`src/rtl/seg_xlate_pkg.sv`:
```
package seg_xlate_pkg;

    localparam int DEF_VA_W  = 16;
    localparam int DEF_SEG_W = 2;
    localparam int DEF_PA_W  = 16;

    typedef enum logic [1:0] {
        FLT_NONE    = 2'b00,
        FLT_INVALID = 2'b01,
        FLT_BOUNDS  = 2'b10
    } fault_e;

endpackage

```
`src/rtl/seg_table.sv`:
```
module seg_table #(
    parameter int SEG_W = 2,
    parameter int PA_W  = 16,
    parameter int LIM_W = 15,
    localparam int NSEG = 1 << SEG_W
) (
    input  logic             clk,
    input  logic             rst,
    input  logic             wr_en,
    input  logic [SEG_W-1:0] wr_idx,
    input  logic [PA_W-1:0]  wr_base,
    input  logic [LIM_W-1:0] wr_limit,
    input  logic             wr_valid,
    input  logic [SEG_W-1:0] rd_idx,
    output logic [PA_W-1:0]  rd_base,
    output logic [LIM_W-1:0] rd_limit,
    output logic             rd_valid
);

    logic [PA_W-1:0]  base_q  [NSEG];
    logic [LIM_W-1:0] limit_q [NSEG];
    logic [NSEG-1:0]  valid_q;

    for (genvar g = 0; g < NSEG; g++) begin : g_entry
        always_ff @(posedge clk) begin
            if (rst) begin
                base_q[g]  <= '0;
                limit_q[g] <= '0;
                valid_q[g] <= 1'b0;
            end else if (wr_en && (wr_idx == SEG_W'(g))) begin
                base_q[g]  <= wr_base;
                limit_q[g] <= wr_limit;
                valid_q[g] <= wr_valid;
            end
        end
    end

    // The read is combinational from the current flops, so a write in the same cycle is not seen.
    assign rd_base  = base_q[rd_idx];
    assign rd_limit = limit_q[rd_idx];
    assign rd_valid = valid_q[rd_idx];

endmodule

```
`src/rtl/seg_check.sv`:
```
module seg_check
    import seg_xlate_pkg::*;
#(
    parameter int OFF_W = 14,
    parameter int PA_W  = 16,
    localparam int LIM_W = OFF_W + 1
) (
    input  logic [OFF_W-1:0] offset,
    input  logic [PA_W-1:0]  base,
    input  logic [LIM_W-1:0] limit,
    input  logic             valid,
    output fault_e           fault,
    output logic [PA_W-1:0]  paddr
);

    logic            over;
    logic [PA_W-1:0] sum;

    assign over = {1'b0, offset} >= limit;
    assign sum  = base + PA_W'(offset);

    always_comb begin
        if (!valid) begin
            fault = FLT_INVALID;
            paddr = '0;
        end else if (over) begin
            fault = FLT_BOUNDS;
            paddr = '0;
        end else begin
            fault = FLT_NONE;
            paddr = sum;
        end
    end

endmodule

```
`src/rtl/seg_xlate.sv`:
```
module seg_xlate
    import seg_xlate_pkg::*;
#(
    parameter int VA_W  = DEF_VA_W,
    parameter int SEG_W = DEF_SEG_W,
    parameter int PA_W  = DEF_PA_W,
    localparam int OFF_W = VA_W - SEG_W,
    localparam int LIM_W = OFF_W + 1
) (
    input  logic             clk,
    input  logic             rst,
    input  logic             wr_en,
    input  logic [SEG_W-1:0] wr_idx,
    input  logic [PA_W-1:0]  wr_base,
    input  logic [LIM_W-1:0] wr_limit,
    input  logic             wr_valid,
    input  logic             req_valid,
    input  logic [VA_W-1:0]  req_vaddr,
    output logic             resp_valid,
    output logic [PA_W-1:0]  resp_paddr,
    output logic [1:0]       resp_fault
);

    logic [SEG_W-1:0] seg;
    logic [OFF_W-1:0] off;
    logic [PA_W-1:0]  ent_base;
    logic [LIM_W-1:0] ent_limit;
    logic             ent_valid;
    fault_e           nxt_fault;
    logic [PA_W-1:0]  nxt_paddr;

    assign seg = req_vaddr[VA_W-1 -: SEG_W];
    assign off = req_vaddr[OFF_W-1:0];

    seg_table #(.SEG_W(SEG_W), .PA_W(PA_W), .LIM_W(LIM_W)) u_table (
        .clk      (clk),
        .rst      (rst),
        .wr_en    (wr_en),
        .wr_idx   (wr_idx),
        .wr_base  (wr_base),
        .wr_limit (wr_limit),
        .wr_valid (wr_valid),
        .rd_idx   (seg),
        .rd_base  (ent_base),
        .rd_limit (ent_limit),
        .rd_valid (ent_valid)
    );

    seg_check #(.OFF_W(OFF_W), .PA_W(PA_W)) u_check (
        .offset (off),
        .base   (ent_base),
        .limit  (ent_limit),
        .valid  (ent_valid),
        .fault  (nxt_fault),
        .paddr  (nxt_paddr)
    );

    always_ff @(posedge clk) begin
        if (rst) begin
            resp_valid <= 1'b0;
            resp_paddr <= '0;
            resp_fault <= FLT_NONE;
        end else begin
            resp_valid <= req_valid;
            if (req_valid) begin
                resp_paddr <= nxt_paddr;
                resp_fault <= nxt_fault;
            end
        end
    end

endmodule

```
`config.mk`:
```
export PLATFORM = sky130hd
export DESIGN_NAME = seg_xlate
export DESIGN_NICKNAME = d
export VERILOG_FILES = /design/src/rtl/seg_xlate_pkg.sv /design/src/rtl/seg_table.sv /design/src/rtl/seg_check.sv /design/src/rtl/seg_xlate.sv
export SDC_FILE = /design/constraint.sdc
export NUM_CORES = 1
export LEC_CHECK = 0
export CELL_PAD_IN_SITES_DETAIL_PLACEMENT = 1
export CELL_PAD_IN_SITES_GLOBAL_PLACEMENT = 2
export CORE_MARGIN = 4
export CORE_UTILIZATION = 43
export DETAILED_ROUTE_END_ITERATION = 8
export GPL_TIMING_DRIVEN = 0
export PLACE_DENSITY = 0.94
export SYNTH_ARGS = -nofsm -noshare
export SYNTH_HDL_FRONTEND = slang
export SYNTH_SLANG_ARGS = --single-unit
```
`constraint.sdc`:
```
create_clock -name clk -period 10.06 [get_ports clk]
set_input_delay 1.509 -clock clk [delete_from_list [all_inputs] [get_ports clk]]
set_output_delay 1.509 -clock clk [all_outputs]
set_load 0.01 [all_outputs]
```
Word-level counts from Yosys, hierarchy flattened
Memory sizes are Yosys's and may differ from the RTL's.
Cells that the tools add are included.

storage, ports and cells
  input port bits = 54
  word-level logic and storage cells = 56
  flip-flop bits (word level) = 23
  RAM bits = 124
  memories kept = 2
  output and inout bits = 19

operators by class
  bitwise operators = 8
  reductions and logical operators = 5
  equal/unequal tests = 3
  $add $sub $neg = 1
  muxes and demuxes = 28
  order comparisons = 2

memories
  name             depth  bits a word  read ports  clocked after memory_dff  write ports  line             text
  u_table.base_q   4      16           1           0                         4            seg_table.sv:20  logic [PA_W-1:0] base_q [NSEG];
  u_table.limit_q  4      15           1           0                         4            seg_table.sv:21  logic [LIM_W-1:0] limit_q [NSEG];

operator list
  operator                                                     count
  2-to-1 mux 16 bit                                            6
  2-to-1 mux 15 bit                                            4
  adder 16 x 14 -> 16 bit                                      1
  >= comparator 14 x 15 -> 1 bit                               1
  2-to-1 mux 1 bit                                             15
  OR 1 bit                                                     8
  == test 2 bit (second input constant)                        2
  logical AND 1 bit                                            4
  2-to-1 mux 2 bit                                             2
  less-than comparator 2 x 3 -> 1 bit (second input constant)  1
  binary-select mux 1 bit (select 2 bit)                       1
  == test 2 x 1 -> 1 bit (second input constant)               1
  zero test 2 bit                                              1

Longest topological paths before layout
Gate-level depths: netlist of the first run.

  depth in word-level cells = 6
  mapped depth = 14
  depth with buffers taken out = 10

Cells and area by module
Synthesis of the first run repeated with hierarchy kept, for this count alone.

second synthesis, totals
  cell total of the unflattened synthesis = 586
  area total of the unflattened synthesis = 7378.3 sq um

modules (own cells, without submodules)
  module     area an instance (sq um)  cells each  sequential area each (sq um)  times used
  seg_table  5557.8                    364         3803.6                        1
  seg_check  1144.8                    162         0.0                           1
  seg_xlate  675.6                     60          380.4                         1

Least setup slack after synthesis of the first run
Ideal clock, no wire load.

  path kind = input to register
  start = in req_vaddr[14]
  end = reg resp_paddr[12]
  path buffers = 3
  data arrival time = 4654 ps
  required time = 9972 ps
  setup time = 88 ps
  path slack = 5318 ps
  stages on the path = 11
  path through = buf_2 > buf_2 > buf_2 > mux4_2 > ha_1 > fa_1 > a21o_1 > a221o_1 > a31oi_1 > mux2_1 > o32ai_2

on the way
  cells in the longest elaborated chain, start to end = 4
  elaborated cells between the ends (all ways) = 8
  those cells by class = 1 x add/sub; 1 x order compare; 4 x mux; 2 x memory

ends and longest elaborated chain
  what                                                                              line                              text
  from (decl)                                                                       seg_xlate.sv:18                   input logic [VA_W-1:0] req_vaddr,
  memory read (4 x 16 bit) / memory read (4 x 15 bit) (equally long branches)       -
  adder 16 x 14 -> 16 bit / >= comparator 14 x 15 -> 1 bit (equally long branches)  seg_check.sv:20, seg_check.sv:19
  2-to-1 mux 16 bit                                                                 seg_check.sv:26                   end else if (over) begin
  2-to-1 mux 16 bit (*)                                                             seg_check.sv:23                   if (!valid) begin
  to (signal assigned)                                                              seg_xlate.sv:66                   resp_paddr <= nxt_paddr;
  to (decl)                                                                         seg_xlate.sv:20                   output logic [PA_W-1:0] resp_paddr,

Mark *: on every way between the ends. The rest lies on a longest branch, timed or not. The select of a mux whose other input is x is not followed.
A chain may end at the register's enable or synchronous reset.

Final worst setup path of the first run
  start = in req_vaddr[15]
  end = reg resp_paddr[12]

Same word-level chain as after synthesis.

==> results of run 1 <==
[metrics by stage]
step | cell area [sq um] | util, %
global placement | 8180 | 49.5
finish | 8770 | 53.1
detailed placement | 8180 | 49.5
CTS | 8770 | 53.1
global route | 8770 | 53.1
floorplan | 7210 | -
[sequential cells by signal, indices dropped and copies added, names as in the netlist]
name / count
u_table.base_q: 64
u_table.valid_q: 4
resp_paddr: 16
resp_valid: 1
u_table.limit_q: 60
resp_fault: 2
[Yosys cell counts (2+ instances only)]
| master | count | area [sq um] |
|---|---|---|
| buf_2 | 6 | 30.0 |
| and2_1 | 124 | 776 |
| o21ai_1 | 5 | 25.0 |
| clkbuf_1 | 19 | 71.3 |
| xor2_1 | 6 | 52.6 |
| inv_1 | 24 | 90.1 |
| mux4_2 | 31 | 698 |
| nor2_1 | 22 | 82.6 |
| nor2b_1 | 8 | 50.1 |
| a31o_1 | 2 | 17.5 |
| dfxtp_1 | 23 | 460 |
| nand3_1 | 6 | 30.0 |
| a21o_1 | 11 | 82.6 |
| a22oi_1 | 6 | 45.0 |
| nor3_1 | 6 | 30.0 |
| and3_1 | 3 | 18.8 |
| a21oi_1 | 24 | 120 |
| ha_1 | 28 | 350 |
| a211oi_1 | 2 | 15.0 |
| a31o_2 | 3 | 26.3 |
| xnor2_1 | 6 | 52.6 |
| nand2_1 | 13 | 48.8 |
| buf_1 | 3 | 11.3 |
| nor3b_1 | 2 | 15.0 |
| a31oi_1 | 2 | 12.5 |
| edfxtp_1 | 124 | 3720 |
| nand4_1 | 2 | 12.5 |
| o21ai_0 | 7 | 35.0 |
| o211ai_1 | 2 | 15.0 |
| o32ai_1 | 3 | 26.3 |
[kinds of logic (layout without fill, tap and decap cells)]
family / count (synthesis) / after routing
AOI/OAI and AO/OA: 76 / 76
xor gates and xnor gates: 12 / 12
adders and majority gates: 29 / 29
buffers and inverters: 53 / 154
DFF: 147 / 147
muxes: 33 / 33
and+or+nand+nor: 191 / 191
[area by class of cell]
cell class / count / area (sq um)
buffer: 28 / 113
clock buffer: 18 / 429
clock inverter: 14 / 160
fill: 1626 / 7750
inverter: 25 / 93.8
multi-input combinational: 341 / 2820
sequential: 147 / 4180
tap: 220 / 275
timing repair buffer: 69 / 691
[power breakdown]
part	internal [uW]	switching (uW)
clock	388	250
combinational	95.8	119
sequential	702	13.6
[per-layer routing]
metal  share of wire, %  routed length [um]
met1                 40                7640
met2                 53               10300
met3                5.3                1020
met4                1.9                 371
met5                  0                   0
[worst register-to-register path: cells and delay by family (launching register included)]
kind	cells	cell delay [ps]
AOI/OAI and AO/OA	4	1010
muxes	2	850
adders and majority gates	2	650
DFF	1	370
[how the worst max path moves through the flow]
| stage | slack (ps) | depth (start not counted) | endpoint | start |
|---|---|---|---|---|
| CTS | 4860 | 14 | resp_paddr[2] | req_vaddr[15] |
| floorplan | 5320 | 11 | resp_paddr[12] | req_vaddr[14] |
| global route | 4620 | 14 | resp_paddr[3] | req_vaddr[15] |
| detailed placement | 4390 | 11 | resp_paddr[12] | req_vaddr[15] |
| global placement | 4500 | 11 | resp_paddr[12] | req_vaddr[15] |
| finish | 4860 | 11 | resp_paddr[12] | req_vaddr[15] |
==> summary.txt, run 1 <==
Outcome
  • Status: finished clean

Critical path
  • Worst path slowest cell: clkdlybuf4s50_1
  • CP Class: in2reg
  • Critical path cell sequence: clkdlybuf4s50_1 > buf_2 > buf_1 > mux4_2 > ha_1 > fa_1 > a21o_1 > a221o_1 > a31oi_1 > mux2_1 > o32ai_2
  • Reg-to-reg slack, setup: 7090 ps
  • Bufs and invs on worst path: 3
  • Worst R2R End: resp_paddr[12]
  • CP endpoint kind: flop
  • Worst path arrival time: 5540 ps
  • Critical path peak fanout: 10
  • Max incr delay on CP: 650 ps
  • Worst-case reg-to-reg path depth: 8
  • Worst r2r src: u_table.base_q[0][0]
  • CP required: 10390 ps
  • CP Launch Type: primary input
  • Top delay family on crit path: buffers and inverters

Clock tree
  • Clock Pin Slew Worst Setup and Hold Paths: 60 ps
  • Post-CTS Hold Fix Bufs: 0
  • Clock Tree Root: clkbuf_16
  • Clock Sinks: 147
  • CTS tree: yes
  • Post_cts resized: 0
  • Post-CTS Setup Inserts: 0
  • Clk_lat worst skew: 420 ps
  • CTS max path bufs: 2
  • H-tree level count: 4
  • Number of buffers created by CTS: 17

Hold path
  • Hold Path Sink: u_table.valid_q[1]
  • Worst Min Path Start: u_table.valid_q[1]
  • Hold/Removal Path Class: reg2reg
  • WHS Path Cells: 2

Run
  • MaxCap Viol Count: 0

Power and ir drop
  • PwrDens: 179 nW/um^2
  • Max VDD drop: 0.132 mV
  • Leak: 0.00324 uW
  • Power Total: 1570 uW

GRT
  • M3 GR Usage: 5.00%
  • Busiest grt layer: met2
  • Grt met2 use: 39.0%
  • Tot GR Track Use: 21.8%
  • Gr ovfl total: 0
  • Vias in the first global route: 5138
  • First-pass GRT wire length: 29800 um
  • GRT met1 Usage: 26.0%
  • Initial antenna violation count: 0
  • Pin count of the biggest net entering global routing: 33

Logic synthesis
  • Mapped cell area: 7210 sq um
  • Syn_area_per_cell: 13.3 sq um
  • Synth cell types: 48
  • Seq/Total Area, Yosys: 58.0%
  • Mapped Cells: 541
  • EDFF count, synth: 124
  • Flops & latches, synth: 147
  • Top_reg_cell synth: edfxtp_1
  • Post-synthesis simple-gate area fraction: 15.3%
  • Largest family of logic cells by synthesized area: simple AND/OR/NAND/NOR gates
  • Async S/R FF share, synth: 0%
  • Xor/xnor cell area share of the yosys netlist: 1.46%
  • Synthesis warning total: 0
  • Adder-cell area share of the yosys netlist: 5.13%
  • Mux cell area share after synthesis: 10.2%
  • Complex-gate fraction of the synthesized area: 7.06%
  • Post-Syn Nets: 624

STA
  • Fin Setup TNS: 0 ps
  • Slew HR: 31.4%
  • Final setup fails: 0
  • Final Hold Violating Endpoints: 0
  • Clock skew: 8.05 ps
  • Tcrit/Tclk final: 51.7%
  • RSZ-0062 raised after global routing: false
  • Max Fclk: 0.192 GHz
  • Worst Max-Slew Pin Slew: 1030 ps
  • Worst setup margin: 4860 ps
  • Tmin final: 5200 ps
  • Slew Limit Fails: 0
  • WHS: 479 ps

Drt
  • ANT nets after route: 0
  • Vias: 4727
  • Iter 0 DRT Violations: 328
  • # DRC: 0
  • Final wirelength: 19300 um
  • Vias per cell: 5.48
  • First-pass DRT Iterations: 6
  • Avg WL per Cell: 22.4 um

Final layout
  • Layout cell share with drive strength beyond 1: 11.5%
  • Non-filler cells, final: 862
  • Commonest cells after routing, fill and taps aside: and2_1 (124), edfxtp_1 (124), clkdlybuf4s50_1 (69), mux4_2 (31), ha_1 (28)
  • P&R area growth vs syn: 21.6%
  • Nets: 712
  • Number of diodes: 0

Place
  • DP HPWL: 13100 um
  • Place WS: 4390 ps
  • Routability cong.: 0.830
  • DP Cell Count: 830
  • Input/output buffers: 69

Floorplan
  • Core Area: 16500 sq um
  • Die Wd: 138 um
  • Initial Util: 43.7%
  • Full die area: 18900 sq um
  • Std-Cell Rows: 47
  • Die Ht: 138 um
  • Top Ports: 73
(Power assumes the default switching activity.)
==> run 2: changes to the inputs <==
--- a/config.mk
+++ b/config.mk
@@ -8,10 +8,10 @@
 export CELL_PAD_IN_SITES_DETAIL_PLACEMENT = 1
 export CELL_PAD_IN_SITES_GLOBAL_PLACEMENT = 2
 export CORE_MARGIN = 4
-export CORE_UTILIZATION = 43
+export CORE_UTILIZATION = 36
 export DETAILED_ROUTE_END_ITERATION = 8
 export GPL_TIMING_DRIVEN = 0
-export PLACE_DENSITY = 0.94
+export PLACE_DENSITY = 0.85
 export SYNTH_ARGS = -nofsm -noshare
 export SYNTH_HDL_FRONTEND = slang
 export SYNTH_SLANG_ARGS = --single-unit
==> constraint.sdc (replaced) <==
create_clock -name clk -period 4.4 [get_ports clk]
set_input_delay 0.66 -clock clk [delete_from_list [all_inputs] [get_ports clk]]
set_output_delay 0.66 -clock clk [all_outputs]
set_load 0.01 [all_outputs]
==> summary.txt, run 2 (synthesized netlist as in run 1, its figures left out) <==
STA
  • Worst Max-Slew Pin Slew: 1060 ps (was 1030 ps)
  • Clock skew: 18.7 ps (was 8.05 ps)
  • Tmin final: 4090 ps
  • Final Hold Violating Endpoints: 0 (unchanged)
  • WHS: 476 ps (was 479 ps)
  • RSZ-0062 raised after global routing: false (unchanged)
  • Max Fclk: 0.245 GHz
  • Slew HR: 29.5% (was 31.4%)
  • Final setup fails: 0 (unchanged)
  • Tcrit/Tclk final: 92.9%
  • Slew Limit Fails: 0 (unchanged)

Power and ir drop
  • Max VDD drop: 0.244 mV (was 0.132 mV)
  • PwrDens: 392 nW/um^2 (was 179 nW/um^2)
  • Leak: 0.00322 uW (was 0.00324 uW)
  • Power Total: 3440 uW (was 1570 uW)

Critical path
  • CP endpoint kind: flop (unchanged)
  • CP Launch Type: primary input (unchanged)
  • Critical path peak fanout: 10 (unchanged)
  • Worst path arrival time: 4370 ps (was 5540 ps)
  • Reg-to-reg slack, setup: 1410 ps (was 7090 ps)
  • CP Class: in2reg (unchanged)
  • CP required: 4680 ps (was 10390 ps)

Floorplan
  • Die Wd: 150 um (was 138 um)
  • Die Ht: 150 um (was 138 um)
  • Initial Util: 36.8% (was 43.7%)
  • Top Ports: 73 (unchanged)
  • Std-Cell Rows: 51 (was 47)
  • Core Area: 19600 sq um (was 16500 sq um)
  • Full die area: 22400 sq um (was 18900 sq um)

GRT
  • Pin count of the biggest net entering global routing: 33 (unchanged)
  • Vias in the first global route: 5173 (was 5138)
  • Initial antenna violation count: 0 (unchanged)
  • First-pass GRT wire length: 29100 um (was 29800 um)
  • Gr ovfl total: 0 (unchanged)
  • Tot GR Track Use: 17.4% (was 21.8%)

Final layout
  • Register bank with the most flops: u_table.base_q (unchanged)
  • Layout cell share with drive strength beyond 1: 11.5% (unchanged)
  • Commonest cells after routing, fill and taps aside: and2_1 (124), edfxtp_1 (124), clkdlybuf4s50_1 (69), mux4_2 (31), ha_1 (28) (unchanged)
  • Registers with the most flip-flops: u_table.base_q x64, u_table.limit_q x60, resp_paddr x16 (unchanged)
  • P&R area growth vs syn: 21.6% (about the same)
  • Number of diodes: 0 (unchanged)
  • Nets: 712 (unchanged)
  • Max FFs per register: 64 (unchanged)

Clock tree
  • CTS tree: yes (unchanged)
  • Clk_lat worst skew: 420 ps (about the same)
  • Number of buffers created by CTS: 17 (unchanged)
  • H-tree level count: 4 (unchanged)
  • Clock Tree Root: clkbuf_16 (unchanged)
  • Clock Pin Slew Worst Setup and Hold Paths: 60 ps (about the same)
  • CTS max path bufs: 2 (unchanged)
  • Clock Sinks: 147 (unchanged)

Drt
  • Avg WL per Cell: 20.4 um (was 22.4 um)
  • Iter 0 DRT Violations: 193 (was 328)
  • Vias: 4639 (was 4727)
  • Vias per cell: 5.11 (was 5.48)
  • Final wirelength: 18500 um (was 19300 um)
  • # DRC: 0 (unchanged)
  • First-pass DRT Iterations: 4 (was 6)
  • ANT nets after route: 0 (unchanged)

Hold path
  • Hold/Removal Path Class: reg2reg (unchanged)

Outcome
  • Status: finished clean (unchanged)

Place
  • Routability cong.: 0.818 (was 0.830)
  • Input/output buffers: 69 (unchanged)
  • DP HPWL: 13100 um (about the same)

Run
  • MaxCap Viol Count: 0 (unchanged)
[run 2: cell types whose count changed in the layout (fill, tap and decap cells not counted), sizes merged]
| cell | before | now |
|---|---|---|
| clkinvlp | 3 | 2 |
| buf | 9 | 8 |
| bufinv | 3 | 0 |
| clkbuf | 37 | 45 |
| clkinv | 7 | 4 |
[run 2: critical path, stage by stage]
cell and delay [ps]:
clkdlybuf4s50_1 610, buf_2 340, buf_1 560, mux4_2 450
ha_1 300, clkbuf_1 310, a21o_1 220, a21oi_1 50
nor3_1 400, o21ai_0 170, a32oi_1 220, nor2_1 60
[run 2: per-layer routing]
layer | track usage (%) | share of wire, % | vias up | wire [um]
li1 | - | - | 2158 | -
met1 | 21.4 | 42 | 2359 | 7850
met2 | 31.2 | 52 | 100 | 9620
met3 | 2.91 | 4.0 | 22 | 741
met4 | 5.49 | 1.8 | 0 | 335
met5 | 0 | 0 | - | 0
[run 2: path summary, 6_finish.rpt]
kind / startpoint / depth (start not counted) / to
hold reg to reg: u_table.valid_q[3] / 2 / u_table.valid_q[3]
setup reg to reg: u_table.base_q[0][0] / 8 / resp_paddr[12]
hold / removal: u_table.valid_q[3] / 2 / u_table.valid_q[3]
setup / recovery: req_vaddr[15] / 12 / resp_paddr[11]
[run 2: stage by stage]
step / util [%] / cells / TNS (ps) / cell area, sq um / setup slack [ps]
6_report: 44.8 / 907 / 0 / 8770 / 313
5_1_grt: 44.8 / 907 / 0 / 8770 / 12.5
4_1_cts: 44.8 / 907 / 0 / 8770 / 71.6
3_5_place_dp: 42.0 / 875 / -4360 / 8240 / -361
3_3_place_gp: 42.0 / 875 / -2930 / 8240 / -331
2_1_floorplan: - / 541 / 0 / 7210 / 507
[run 2: final cells by class]
class	count	area (sq um)
fillers	2033	10800
flip-flops and latches	147	4180
multi-input cells	341	2820
repair buffers	69	691
clock buffers	25	485
well taps	265	332
plain buffers	28	114
inverters	25	93.8
clock inverters	7	51.3
[run 2: report_power, final]
part | switching [uW] | internal (uW)
sequential | 25.8 | 1600
combinational | 268 | 220
clock | 556 | 769
total | 850 | 2590
[run 2: repair_timing]
action,4_1_cts,5_1_grt
setup buffers,0,0
setup endpoints to repair,0,12
hold buffers,0,0
resized for setup,0,1
